### config.mk
export PLATFORM = sky130hd
export DESIGN_NAME = onewire_rom_layer
export DESIGN_NICKNAME = d
export VERILOG_FILES = /design/src/rtl/rom_layer_pkg.sv /design/src/rtl/rl_cmd_shift.sv /design/src/rtl/rl_bit_cursor.sv /design/src/rtl/onewire_rom_layer.sv
export SDC_FILE = /design/constraint.sdc
export NUM_CORES = 1
export LEC_CHECK = 0
export ABC_CLOCK_PERIOD_IN_PS = 3600
export BUFFER_PORTS_ARGS = -buffer_cell sky130_fd_sc_hd__buf_2
export CORE_ASPECT_RATIO = 0.9
export CORE_MARGIN = 4
export CORE_UTILIZATION = 30
export CTS_CLUSTER_DIAMETER = 30
export DETAILED_ROUTE_END_ITERATION = 16
export PLACE_DENSITY = 0.59
export SYNTH_ARGS = -nofsm -noshare
export SYNTH_HDL_FRONTEND = slang
export SYNTH_SLANG_ARGS = --single-unit
### constraint.sdc
create_clock -name clk -period 3.6 [get_ports clk]
set_clock_uncertainty 0.05 [all_clocks]
set_input_delay 0.54 -clock clk [delete_from_list [all_inputs] [get_ports clk]]
set_output_delay 0.54 -clock clk [all_outputs]
set_load 0.05 [all_outputs]
### src/rtl/rom_layer_pkg.sv
package rom_layer_pkg;

  typedef enum logic [2:0] {
    ST_CMD, ST_READ, ST_MATCH, ST_SRC_BIT, ST_SRC_CMP, ST_SRC_DIR, ST_SEL, ST_QUIET
  } rl_state_t;

  typedef enum logic [2:0] {
    OP_READ, OP_MATCH, OP_SKIP, OP_SEARCH, OP_ALARM, OP_BAD
  } rl_op_t;

  localparam logic [7:0] CODE_READ   = 8'h33;
  localparam logic [7:0] CODE_MATCH  = 8'h55;
  localparam logic [7:0] CODE_SKIP   = 8'hCC;
  localparam logic [7:0] CODE_SEARCH = 8'hF0;
  localparam logic [7:0] CODE_ALARM  = 8'hEC;

  function automatic rl_op_t decode_op(input logic [7:0] code);
    case (code)
      CODE_READ:   return OP_READ;
      CODE_MATCH:  return OP_MATCH;
      CODE_SKIP:   return OP_SKIP;
      CODE_SEARCH: return OP_SEARCH;
      CODE_ALARM:  return OP_ALARM;
      default:     return OP_BAD;
    endcase
  endfunction

  // state entered once a command byte is complete
  function automatic rl_state_t entry_state(input rl_op_t op, input logic alarm);
    case (op)
      OP_READ:   return ST_READ;
      OP_MATCH:  return ST_MATCH;
      OP_SKIP:   return ST_SEL;
      OP_SEARCH: return ST_SRC_BIT;
      OP_ALARM:  return alarm ? ST_SRC_BIT : ST_QUIET;
      default:   return ST_QUIET;
    endcase
  endfunction

  // line level offered for the next read slot
  function automatic logic line_level(input rl_state_t st, input logic own);
    case (st)
      ST_READ, ST_SRC_BIT: return own;
      ST_SRC_CMP:          return ~own;
      default:             return 1'b1;
    endcase
  endfunction

endpackage

### src/rtl/rl_cmd_shift.sv
module rl_cmd_shift #(
  parameter int CMD_W = 8
) (
  input  logic             clk,
  input  logic             rst_n,
  input  logic             clr,
  input  logic             en,
  input  logic             bit_in,
  output logic             done,
  output logic [CMD_W-1:0] code_out
);
  localparam int CNT_W = $clog2(CMD_W);
  localparam logic [CNT_W-1:0] CNT_LAST = CNT_W'(CMD_W - 1);

  logic [CMD_W-1:0] sr;
  logic [CNT_W-1:0] cnt;

  assign code_out = {bit_in, sr[CMD_W-1:1]};
  assign done     = en && (cnt == CNT_LAST);

  always_ff @(posedge clk or negedge rst_n) begin
    if (!rst_n) begin
      sr  <= '0;
      cnt <= '0;
    end else if (clr) begin
      sr  <= '0;
      cnt <= '0;
    end else if (en) begin
      sr  <= code_out;
      cnt <= done ? '0 : cnt + 1'b1;
    end
  end

  p_cnt_wrap_r1: assert property (@(posedge clk) disable iff (!rst_n)
    (done && !clr) |=> (cnt == '0));
endmodule

### src/rtl/rl_bit_cursor.sv
module rl_bit_cursor #(
  parameter int ID_W = 64
) (
  input  logic                    clk,
  input  logic                    rst_n,
  input  logic                    clr,
  input  logic                    adv,
  output logic [$clog2(ID_W)-1:0] idx,
  output logic                    last
);
  localparam int IDX_W = $clog2(ID_W);
  localparam logic [IDX_W-1:0] IDX_LAST = IDX_W'(ID_W - 1);

  assign last = (idx == IDX_LAST);

  always_ff @(posedge clk or negedge rst_n) begin
    if (!rst_n)   idx <= '0;
    else if (clr) idx <= '0;
    else if (adv) idx <= last ? '0 : idx + 1'b1;
  end

  p_adv_step_r2: assert property (@(posedge clk) disable iff (!rst_n)
    (adv && !clr && !last) |=> (idx == $past(idx) + 1'b1));
endmodule

### src/rtl/onewire_rom_layer.sv
module onewire_rom_layer
  import rom_layer_pkg::*;
#(
  parameter int ID_W  = 64,
  parameter int CMD_W = 8
) (
  input  logic            clk,
  input  logic            rst_n,
  input  logic            bus_reset,
  input  logic            slot_wr,
  input  logic            slot_rd,
  input  logic            slot_bit,
  input  logic            alarm_flag,
  input  logic [ID_W-1:0] rom_id,
  output logic            tx_bit,
  output logic            selected
);
  localparam int IDX_W = $clog2(ID_W);

  rl_state_t        state, nxt;
  logic [IDX_W-1:0] idx;
  logic             last, own_bit;
  logic             cmd_done;
  logic [CMD_W-1:0] cmd_code;
  rl_op_t           op;

  // named internal events
  logic ev_decode, ev_step, ev_mismatch, ev_finish, cmd_en, wr_cmp;

  assign own_bit     = rom_id[idx];
  assign op          = decode_op(cmd_code[7:0]);
  assign cmd_en      = (state == ST_CMD) && slot_wr;
  assign ev_decode   = cmd_done;
  assign wr_cmp      = slot_wr && (state == ST_MATCH || state == ST_SRC_DIR);
  assign ev_mismatch = wr_cmp && (slot_bit != own_bit);
  assign ev_step     = (wr_cmp && (slot_bit == own_bit)) || (state == ST_READ && slot_rd);
  assign ev_finish   = ev_step && last;

  rl_cmd_shift #(.CMD_W(CMD_W)) u_cmd (
    .clk(clk), .rst_n(rst_n), .clr(bus_reset), .en(cmd_en),
    .bit_in(slot_bit), .done(cmd_done), .code_out(cmd_code)
  );

  rl_bit_cursor #(.ID_W(ID_W)) u_cur (
    .clk(clk), .rst_n(rst_n), .clr(bus_reset), .adv(ev_step),
    .idx(idx), .last(last)
  );

  always_comb begin
    nxt = state;
    unique case (state)
      ST_CMD:     if (ev_decode) nxt = entry_state(op, alarm_flag);
      ST_READ:    if (ev_finish) nxt = ST_SEL;
      ST_MATCH:   if (ev_mismatch) nxt = ST_QUIET;
                  else if (ev_finish) nxt = ST_SEL;
      ST_SRC_BIT: if (slot_rd) nxt = ST_SRC_CMP;
      ST_SRC_CMP: if (slot_rd) nxt = ST_SRC_DIR;
      ST_SRC_DIR: if (ev_mismatch) nxt = ST_QUIET;
                  else if (ev_finish) nxt = ST_SEL;
                  else if (ev_step) nxt = ST_SRC_BIT;
      ST_SEL:     nxt = ST_SEL;
      ST_QUIET:   nxt = ST_QUIET;
      default:    nxt = ST_QUIET;
    endcase
  end

  always_ff @(posedge clk or negedge rst_n) begin
    if (!rst_n)         state <= ST_CMD;
    else if (bus_reset) state <= ST_CMD;
    else                state <= nxt;
  end

  assign tx_bit   = line_level(state, own_bit);
  assign selected = (state == ST_SEL);

  // reset pulse clears selection and releases the line
  p_sel_clear_r11: assert property (@(posedge clk) disable iff (!rst_n)
    bus_reset |=> (!selected && tx_bit));
  // skip selects on the following cycle
  p_skip_sel_r5: assert property (@(posedge clk) disable iff (!rst_n)
    (ev_decode && cmd_code[7:0] == CODE_SKIP && !bus_reset) |=> selected);
  // complement slot offers the inverse of the bit slot
  p_cmp_pair_r6: assert property (@(posedge clk) disable iff (!rst_n)
    (state == ST_SRC_BIT && slot_rd && !bus_reset) |=> (tx_bit == !$past(tx_bit)));
  // a differing bit makes the node quiet
  p_mismatch_quiet_r4: assert property (@(posedge clk) disable iff (!rst_n)
    (ev_mismatch && !bus_reset) |=> (!selected && tx_bit));
  // alarm search without alarm stays silent
  p_alarm_quiet_r9: assert property (@(posedge clk) disable iff (!rst_n)
    (ev_decode && cmd_code[7:0] == CODE_ALARM && !alarm_flag && !bus_reset)
      |=> (!selected && tx_bit));
  // unknown code goes quiet
  p_bad_quiet_r10: assert property (@(posedge clk) disable iff (!rst_n)
    (ev_decode && op == OP_BAD && !bus_reset) |=> (!selected && tx_bit));
  // selection only arises from a decode or a completed address phase
  p_sel_source_r8: assert property (@(posedge clk) disable iff (!rst_n)
    $rose(selected) |-> $past(ev_decode || ev_finish));
endmodule

==> reports/summary.txt, run 1 <==
Port Buffers: 72
post-synthesis sequential area ratio: 0.2569
Initial Utilization: 0.3178
setup TNS: 0 ns
drc violations: 0
Layout Cells excl Fill: 345
cts hold-fix bufs: 0
CTS buffer count: 3
Detailed Route WL: 5087 microns
routed len/inst: 14.74 microns
crit path time final: 3.225 ns
worst slew pin tran: 0.6034 ns
RR Startpoint: u_cur.idx[0]
Yosys warning total: 0
FF-to-FF End: u_cur.idx[4]
vias in the first global route: 1910
Ant. Diodes: 0
initial drt markers: 77
post-synth top area cell: dfrtp_1
Worst path slowest cell: dfrtp_1
Post-CTS Repair Setup Buffers: 0
Placed Instances: 341
Worst VDD drop: 0.0001225 V
Post-synth EDFFs: 0
RSZ-0062 raised after global routing: false
gpl congestion: 0.8544
CTS Buffer Depth: 2
post-synth cell types: 46
TritonCTS clock tree: done
core area: 0.005823 sq mm
CP Cell Sequence: buf_4 -> mux4_2 -> mux2i_1 -> mux2_2 -> o32ai_1 -> nand2_1 -> and3_1 -> a31oi_1 -> buf_2
Rel. slew slack: 0.5935
Total GRT Usage: 0.1383
Setup crit start: u_cur.idx[0]
Final period util: 0.8958
total vias in the final route: 1839
Top Ports: 73
max-cap viol count: 0
post-synth top area share: 0.2569
first-pass GRT wire length: 8500 microns
drt pass-1 iters: 4
layout cell share with drive strength beyond 1: 0.3745
clk sinks: 19
outcome: completed
vias per cell: 5.330
largest net degree at the start of global routing: 23
Mapped Nets: 282
top area cells in the synthesized netlist: dfrtp_1 26%, mux4_2 18%, nand2_1 6.9%, a21oi_1 4.3%, mux2i_1 4.3%
DRT antenna net count: 0
Required @ worst endpoint: 3.01 ns
clk root buf: clkbuf_8
Worst-path clk slew: 0.08 ns
Hold WC Path Type: input port to async pin
Final Hold Viols: 0
max frequency: 310.1 MHz
Stages on worst setup path: 9
Max FO, Critical Path: 8
critical path type: flop to output port
R2R depth: 9
fin util: 0.3962
top-count cell post-synth: nand2_1
Pins Over Slew Limit: 0
die width: 90.79 microns
Worst Path Buf+Inv: 2
Crit path max-delay family: multiplexers
Synth Register Bits: 19
mean post-synth cell area: 8.897 sq um
initial antenna violation count: 0
die area: 0.007491 sq mm
hpwl dp: 4099 microns
leakage power: 0.0009778 uW
most frequent cells after synthesis: 34 x nand2_1, 19 x dfrtp_1, 17 x nor2_1
synthesis-to-layout area growth: 24.68%
worst setup path end: tx_bit
mapped cell area: 0.001851 sq mm
die span in y: 82.51 microns
Total Power: 932.6 uW
startpoint type of the worst setup path: flop
Crit. End Element: output port
CP peak stage delay: 0.50 ns
Post-Synthesis Cells: 208
# setup viols final: 0
pwr/cell area: 404.2 mW/mm^2
Cell Rows: 26
CTS H-Tree Depth: 1
PostCTS Resize Cnt: 0
predominant post-synthesis flop cell: dfrtp_1
arrival time worst endpoint: 2.63 ns
R2R setup slack: 0.40 ns
asr flop ratio synth: 1.000
Clk Latency, worst-skew pair: 0.26 ns
Final Net Count: 350
GRT overflow: 0
[where the power goes]
group / internal [uW] / total (uW) / switching, uW
Clock: 77.1 / 153 / 76.0
Sequential: 242 / 313 / 70.4
Combinational: 227 / 467 / 240
Total: 546 / 933 / 386
[cell type report]
class	instances	area, sq um
fillers	597	3516
multi-input cells	170	1285
flip-flops and latches	19	475.5
repair buffers	76	390.4
well taps	70	87.58
clock buffers	3	41.29
inverters	6	22.52
clock inverters	1	5.005
[placed cells by master, fill, tap and decap left out, drive strengths merged, types with 4 or more instances in the layout]
cell / count
buf: 76
nand2: 34
dfrtp: 19
nor2: 17
a21oi: 16
mux4: 15
o21ai: 15
mux2i: 8
nor3: 8
nor4bb: 6
inv: 5
and2: 4
nor2b: 4
mux2: 4
[per-layer routing]
metal,up-vias,global-route usage,wire [microns]
met2,44,0.2679,2595
li1,912,-,-
met5,-,0,0
met1,879,0.1660,2239
met3,4,0.01449,212
met4,0,0.03614,40
[worst reg2reg max path, delay by kind of cell (launching register included)]
kind            cells  cell delay [ns]
mux                 4             1.15
simple gates        2             0.63
flops               1             0.55
compound gates      2             0.45
buf+inv             1             0.27
[kinds of logic after synthesis]
kind of cell    share of synthesized area
simple gates                       0.2414
compound gates                     0.1758
mux                                0.2522
buf+inv                           0.04868
flops                              0.2569
fa+ha+maj                         0.02029
xor+xnor                         0.004734
[flip-flops by register name, summed over array words and instances, names as in the netlist]
| register | cells |
|---|---|
| u_cmd.sr | 7 |
| u_cur.idx | 6 |
| state | 3 |
| u_cmd.cnt | 3 |
[worst min path at each step]
stage | slack [ns] | to
6_report | 0.16 | u_cmd.sr[1]
5_1_grt | 0.19 | u_cmd.sr[1]
4_1_cts | 0.17 | u_cmd.sr[3]
3_5_place_dp | 0.46 | u_cmd.sr[3]
3_3_place_gp | 0.45 | u_cmd.sr[1]
2_1_floorplan | 0.19 | state[0]
[metrics by stage]
stage                     instance area, sq um  hold WS, ns  setup slack, ns
after detailed placement                  2261       0.4593           0.3636
after global placement                    2261       0.4526           0.3948
final                                     2307       0.1620           0.3751
after global routing                      2307       0.1944           0.1562
after CTS                                 2307       0.1714           0.3209
after floorplan                           1851       0.1944           0.4188
Power figures use the tool's default switching activity.
==> run 2: changes to the inputs <==
--- a/config.mk
+++ b/config.mk
@@ -7,8 +7,8 @@
 export LEC_CHECK = 0
 export ABC_CLOCK_PERIOD_IN_PS = 3600
 export BUFFER_PORTS_ARGS = -buffer_cell sky130_fd_sc_hd__buf_2
-export CORE_ASPECT_RATIO = 0.9
-export CORE_MARGIN = 4
+export CORE_ASPECT_RATIO = 0.5
+export CORE_MARGIN = 1
 export CORE_UTILIZATION = 30
 export CTS_CLUSTER_DIAMETER = 30
 export DETAILED_ROUTE_END_ITERATION = 16
==> run 2 against run 1 <==
Global-route usage rose by 2.4 points. Critical path depth did not move. Sequential power rose by 1%. Clock power rose by 53%. Cell count rose by 1.2%. First-iteration DRC count rose by 53%. Combinational power barely moved. Hold slack improved by 0.021 ns. Largest cell class unchanged.
==> reports/summary.txt, run 2 (synthesized netlist as in run 1, its figures left out) <==
outcome: completed
clk root buf: clkbuf_16
Top Registers: u_cmd.sr (7), u_cur.idx (6)
Final Hold Viols: 0
commonest non-fill, non-tap cell in the layout: buf_2
synthesis-to-layout area growth: 27.11%
Ant. Diodes: 0
clk sinks: 19
routed len/inst: 14.03 microns
Final Net Count: 351
TritonCTS clock tree: done
Detailed Route WL: 4896 microns
Worst-path clk slew: 0.06 ns
Hold WC Path Type: input port to async pin
crit path time final: 3.275 ns
# setup viols final: 0
initial drt markers: 118
RSZ-0062 raised after global routing: false
CTS buffer count: 3
Post-CTS Repair Setup Buffers: 0
Cell Rows: 19
die area: 0.006505 sq mm
core area: 0.005705 sq mm
vias in the first global route: 1933
max frequency: 305.3 MHz
Worst path slowest cell: dfrtp_1
largest net degree at the start of global routing: 23
CP Cell Sequence: buf_4 -> nand2_1 -> o22ai_1 -> a2111oi_0 -> o32ai_1 -> nand2_1 -> and3_1 -> a31oi_1 -> buf_2
max-cap viol count: 0
CTS Buffer Depth: 2
first-pass GRT wire length: 8424 microns
Net Sw Frac: 0.3916
die width: 113.1 microns
Internal Power: 618.4 uW
Clk Latency, worst-skew pair: 0.25 ns
wire length on met3: 277 microns
die span in y: 57.54 microns
max FFs per register: 7
sequential power share: 0.312
CTS H-Tree Depth: 1
cts hold-fix bufs: 0
CP peak stage delay: 0.55 ns
DRT antenna net count: 0
total vias in the final route: 1907
combinational share of power: 0.458
Max FO, Critical Path: 13
hpwl dp: 3789 microns
startpoint type of the worst setup path: flop
most frequent cells in the layout: 72 x buf_2, 34 x nand2_1, 19 x dfrtp_1
Top Ports: 73
arrival time worst endpoint: 2.69 ns
Crit path max-delay family: compound AO/OA/AOI/OAI gates
drt pass-1 iters: 4
worst slew pin tran: 0.6892 ns
WHS: 0.1830 ns
leakage power: 0.0009986 uW
DR WL met2: 2398 microns
drc violations: 0
top sig layer: met4
Worst Path Buf+Inv: 2
critical path type: flop to output port
setup TNS: 0 ns
GRT overflow: 0
initial antenna violation count: 0
Initial Utilization: 0.3243
Port Buffers: 72
Required @ worst endpoint: 3.01 ns
clock power share: 0.230
Final period util: 0.9099
largest reg by FF count: u_cmd.sr
Worst VDD drop: 0.0001714 V
Total GRT Usage: 0.1621
pwr/cell area: 432.1 mW/mm^2
Pins Over Slew Limit: 0
vias per cell: 5.464
Psw: 398.0 uW
Metal-1 WL: 2192 microns
Rel. slew slack: 0.5357
PostCTS Resize Cnt: 0
CP dominant cell by count: nand2_1
gpl congestion: 0.8147
Crit. End Element: output port
layout cell share with drive strength beyond 1: 0.3768
-- run 2: cell count changes in the layout (fill, tap and decap cells not counted) --
cell | previous run | this run
clkbuf_8 | 3 | 0
buf_4 | 4 | 5
clkbuf_16 | 0 | 3
-- run 2: power groups by stage --
stage | clock network (uW) | registers (uW) | logic (uW)
6_report | 234 | 317 | 465
5_1_grt | 249 | 330 | 523
4_1_cts | 240 | 317 | 468
3_5_place_dp | 0 | 321 | 463
3_3_place_gp | 0 | 317 | 456
2_1_floorplan | 0 | 268 | 406
-- run 2: per-layer routing --
| layer | up-vias | track usage |
|---|---|---|
| li1 | 915 | - |
| met3 | 4 | 0.03932 |
| met2 | 64 | 0.3094 |
| met1 | 924 | 0.1864 |
| met4 | 0 | 0.03571 |
| met5 | - | 0 |
-- run 2: final cells by class --
class	count	area [sq um]
Sequential cell	19	475.5
Inverter	6	22.52
Tap cell	73	91.34
Clock buffer	3	75.07
Clock inverter	1	5.005
Fill cell	549	3353
Timing Repair Buffer	77	397.9
Multi-Input combinational cell	170	1285
-- run 2: worst reg2reg max path, delay by kind of cell (launching register included) --
family                 cells  cell delay, ns
AO/OA/AOI/OAI              3            0.96
buffers and inverters      1            0.28
flip-flops                 1            0.55
multiplexers               2            0.60
AND/OR/NAND/NOR            2            0.64
-- run 2: path summary, 6_finish.rpt --
path                              start            to  slack (ns)  cells after the start
setup reg to reg           u_cur.idx[1]  u_cur.idx[4]        0.39                      8
hold / removal                    rst_n   u_cmd.sr[2]        0.18                      1
max in group asynchronous         rst_n  u_cur.idx[5]        3.00                      1
min in group clk           u_cmd.cnt[2]  u_cmd.cnt[2]        0.49                      2
setup / recovery           u_cur.idx[1]        tx_bit        0.32                      9
hold reg to reg            u_cmd.cnt[2]  u_cmd.cnt[2]        0.49                      2
-- run 2: through the flow --
stage                 util  cell area, sq um  total power, uW  worst slack [ns]  cells
finish              0.4123              2352             1016            0.3245    349
global route        0.4123              2352             1102           0.05200    349
CTS                 0.4123              2352             1025            0.2434    349
detailed placement  0.3982              2272            784.8            0.3303    345
global placement    0.3982              2272            773.4            0.4135    345
floorplan                -              1851            673.5            0.4188    208
==> run 3: changes to the inputs <==
--- a/config.mk
+++ b/config.mk
@@ -6,13 +6,13 @@
 export NUM_CORES = 1
 export LEC_CHECK = 0
 export ABC_CLOCK_PERIOD_IN_PS = 3600
-export BUFFER_PORTS_ARGS = -buffer_cell sky130_fd_sc_hd__buf_2
 export CORE_ASPECT_RATIO = 0.5
 export CORE_MARGIN = 1
 export CORE_UTILIZATION = 30
 export CTS_CLUSTER_DIAMETER = 30
 export DETAILED_ROUTE_END_ITERATION = 16
-export PLACE_DENSITY = 0.59
+export DONT_BUFFER_PORTS = 1
+export PLACE_DENSITY = 0.49
 export SYNTH_ARGS = -nofsm -noshare
 export SYNTH_HDL_FRONTEND = slang
 export SYNTH_SLANG_ARGS = --single-unit
==> run 3 against run 2 <==
Clock power barely moved. Wire length is 6.7% lower. Non-clock buffer count is 71 lower. Total power down 3.8%. Count of clock-buffer cells in the layout stayed put. Cell count fell by 20%. Fmax increased by 0.80%. Die area is the same. Largest power group unchanged.
==> reports/summary.txt, run 3 (synthesized netlist as in run 1, its figures left out) <==
Cell Rows: 19
total vias in the final route: 1584
Post-CTS Repair Setup Buffers: 0
Worst Path Buf+Inv: 2
vias per cell: 5.698
Crit. End Element: output port
outcome: completed
Worst path slowest cell: o32ai_1
startpoint type of the worst setup path: flop
drt pass-1 iters: 4
pwr/cell area: 488.6 mW/mm^2
die area: 0.006505 sq mm
clk root buf: clkbuf_16
max frequency: 307.8 MHz
initial antenna violation count: 1
hpwl dp: 3494 microns
worst slew pin tran: 0.9351 ns
CTS Buffer Depth: 2
die span in y: 57.54 microns
Hold WC Path Type: input port to flop
GRT overflow: 0
RSZ-0062 raised after global routing: false
Top Registers: u_cmd.sr (7), u_cur.idx (6)
Clk Latency, worst-skew pair: 0.25 ns
DRT antenna net count: 0
Total Power: 978.1 uW
Final Net Count: 280
Final Hold Viols: 0
Ant. Diodes: 0
Worst-path clk slew: 0.06 ns
fin util: 0.3509
Total GRT Usage: 0.1451
vias in the first global route: 1579
critical path type: flop to output port
CP peak stage delay: 0.54 ns
Initial Utilization: 0.3243
Detailed Route WL: 4567 microns
CP Cell Sequence: buf_4 -> nand2_1 -> o22ai_1 -> a2111oi_0 -> o32ai_1 -> nand2_1 -> and3_1 -> a31oi_1 -> buf_4
clk sinks: 19
largest net degree at the start of global routing: 23
layout cell share with drive strength beyond 1: 0.1561
core area: 0.005705 sq mm
Worst VDD drop: 0.0001678 V
leakage power: 0.0007180 uW
Port Buffers: 0
commonest non-fill, non-tap cell in the layout: nand2_1
# setup viols final: 0
crit path time final: 3.249 ns
most frequent cells in the layout: 34 x nand2_1, 19 x dfrtp_1, 17 x nor2_1
CTS H-Tree Depth: 1
Final period util: 0.9026
drc violations: 0
setup TNS: 0 ns
Top Ports: 73
die width: 113.1 microns
routed len/inst: 16.43 microns
max FFs per register: 7
Required @ worst endpoint: 3.01 ns
largest reg by FF count: u_cmd.sr
max-cap viol count: 0
Pins Over Slew Limit: 0
Max FO, Critical Path: 13
initial drt markers: 85
Rel. slew slack: 0.3746
arrival time worst endpoint: 2.66 ns
gpl congestion: 0.8366
TritonCTS clock tree: done
synthesis-to-layout area growth: 8.181%
Layout fillers: 594
Crit path max-delay family: compound AO/OA/AOI/OAI gates
first-pass GRT wire length: 7389 microns
CTS buffer count: 3
==> run 3: cell types whose count changed in the layout (fill, tap and decap cells not counted), sizes merged <==
cell | previous run | this run
buf | 77 | 5
dlygate4sd3 | 0 | 1
==> run 3: power by group <==
group	internal, uW	leakage, uW	switching, uW
Clock	149	0.0000409	82.9
Combinational	204	0.000415	231
Sequential	243	0.000262	68.2
==> run 3: final cells by class <==
cell class                 count  area (sq um)  area share
multi-input combinational    170          1285      0.6419
sequential                    19         475.5      0.2375
tap                           73         91.34     0.04563
clock buffer                   3         75.07     0.03750
timing repair buffer           6         47.55     0.02375
inverter                       6         22.52     0.01125
clock inverter                 1         5.005    0.002500
==> run 3: final timing paths <==
path / startpoint / to / slack, ns / cells past startpoint
max: u_cur.idx[1] / tx_bit / 0.35 / 9
min: bus_reset / u_cur.idx[1] / 0.30 / 1
max reg2reg: u_cur.idx[1] / u_cur.idx[4] / 0.38 / 8
min reg2reg: u_cmd.cnt[1] / u_cmd.cnt[1] / 0.48 / 2
max in group asynchronous: rst_n / u_cmd.sr[6] / 2.10 / 1
min in group asynchronous: rst_n / u_cmd.sr[5] / 0.83 / 1
==> run 3: layer usage <==
layer | up-vias | routed length [microns] | global-route usage
met4 | 2 | 25 | 0.02820
met1 | 743 | 2064 | 0.1783
met5 | - | 8 | 0
met3 | 4 | 380 | 0.03932
met2 | 62 | 2088 | 0.2594
li1 | 773 | - | -
==> run 3: timing repair <==
action | in CTS | in global routing
hold endpoints to repair | 19 | 0
gates resized for setup | 0 | 0
hold buffers | 1 | 0
==> run 3: per-stage QoR <==
stage	hold WS (ns)	area [sq um]	cells	worst slack, ns
2_1_floorplan	0.1944	1851	208	0.4188
6_report	0.2958	2002	278	0.3506
3_3_place_gp	0.1952	1912	273	0.3950
5_1_grt	0.2814	2002	278	0.1417
4_1_cts	0.2879	2002	278	0.3226
3_5_place_dp	0.1952	1912	273	0.3533
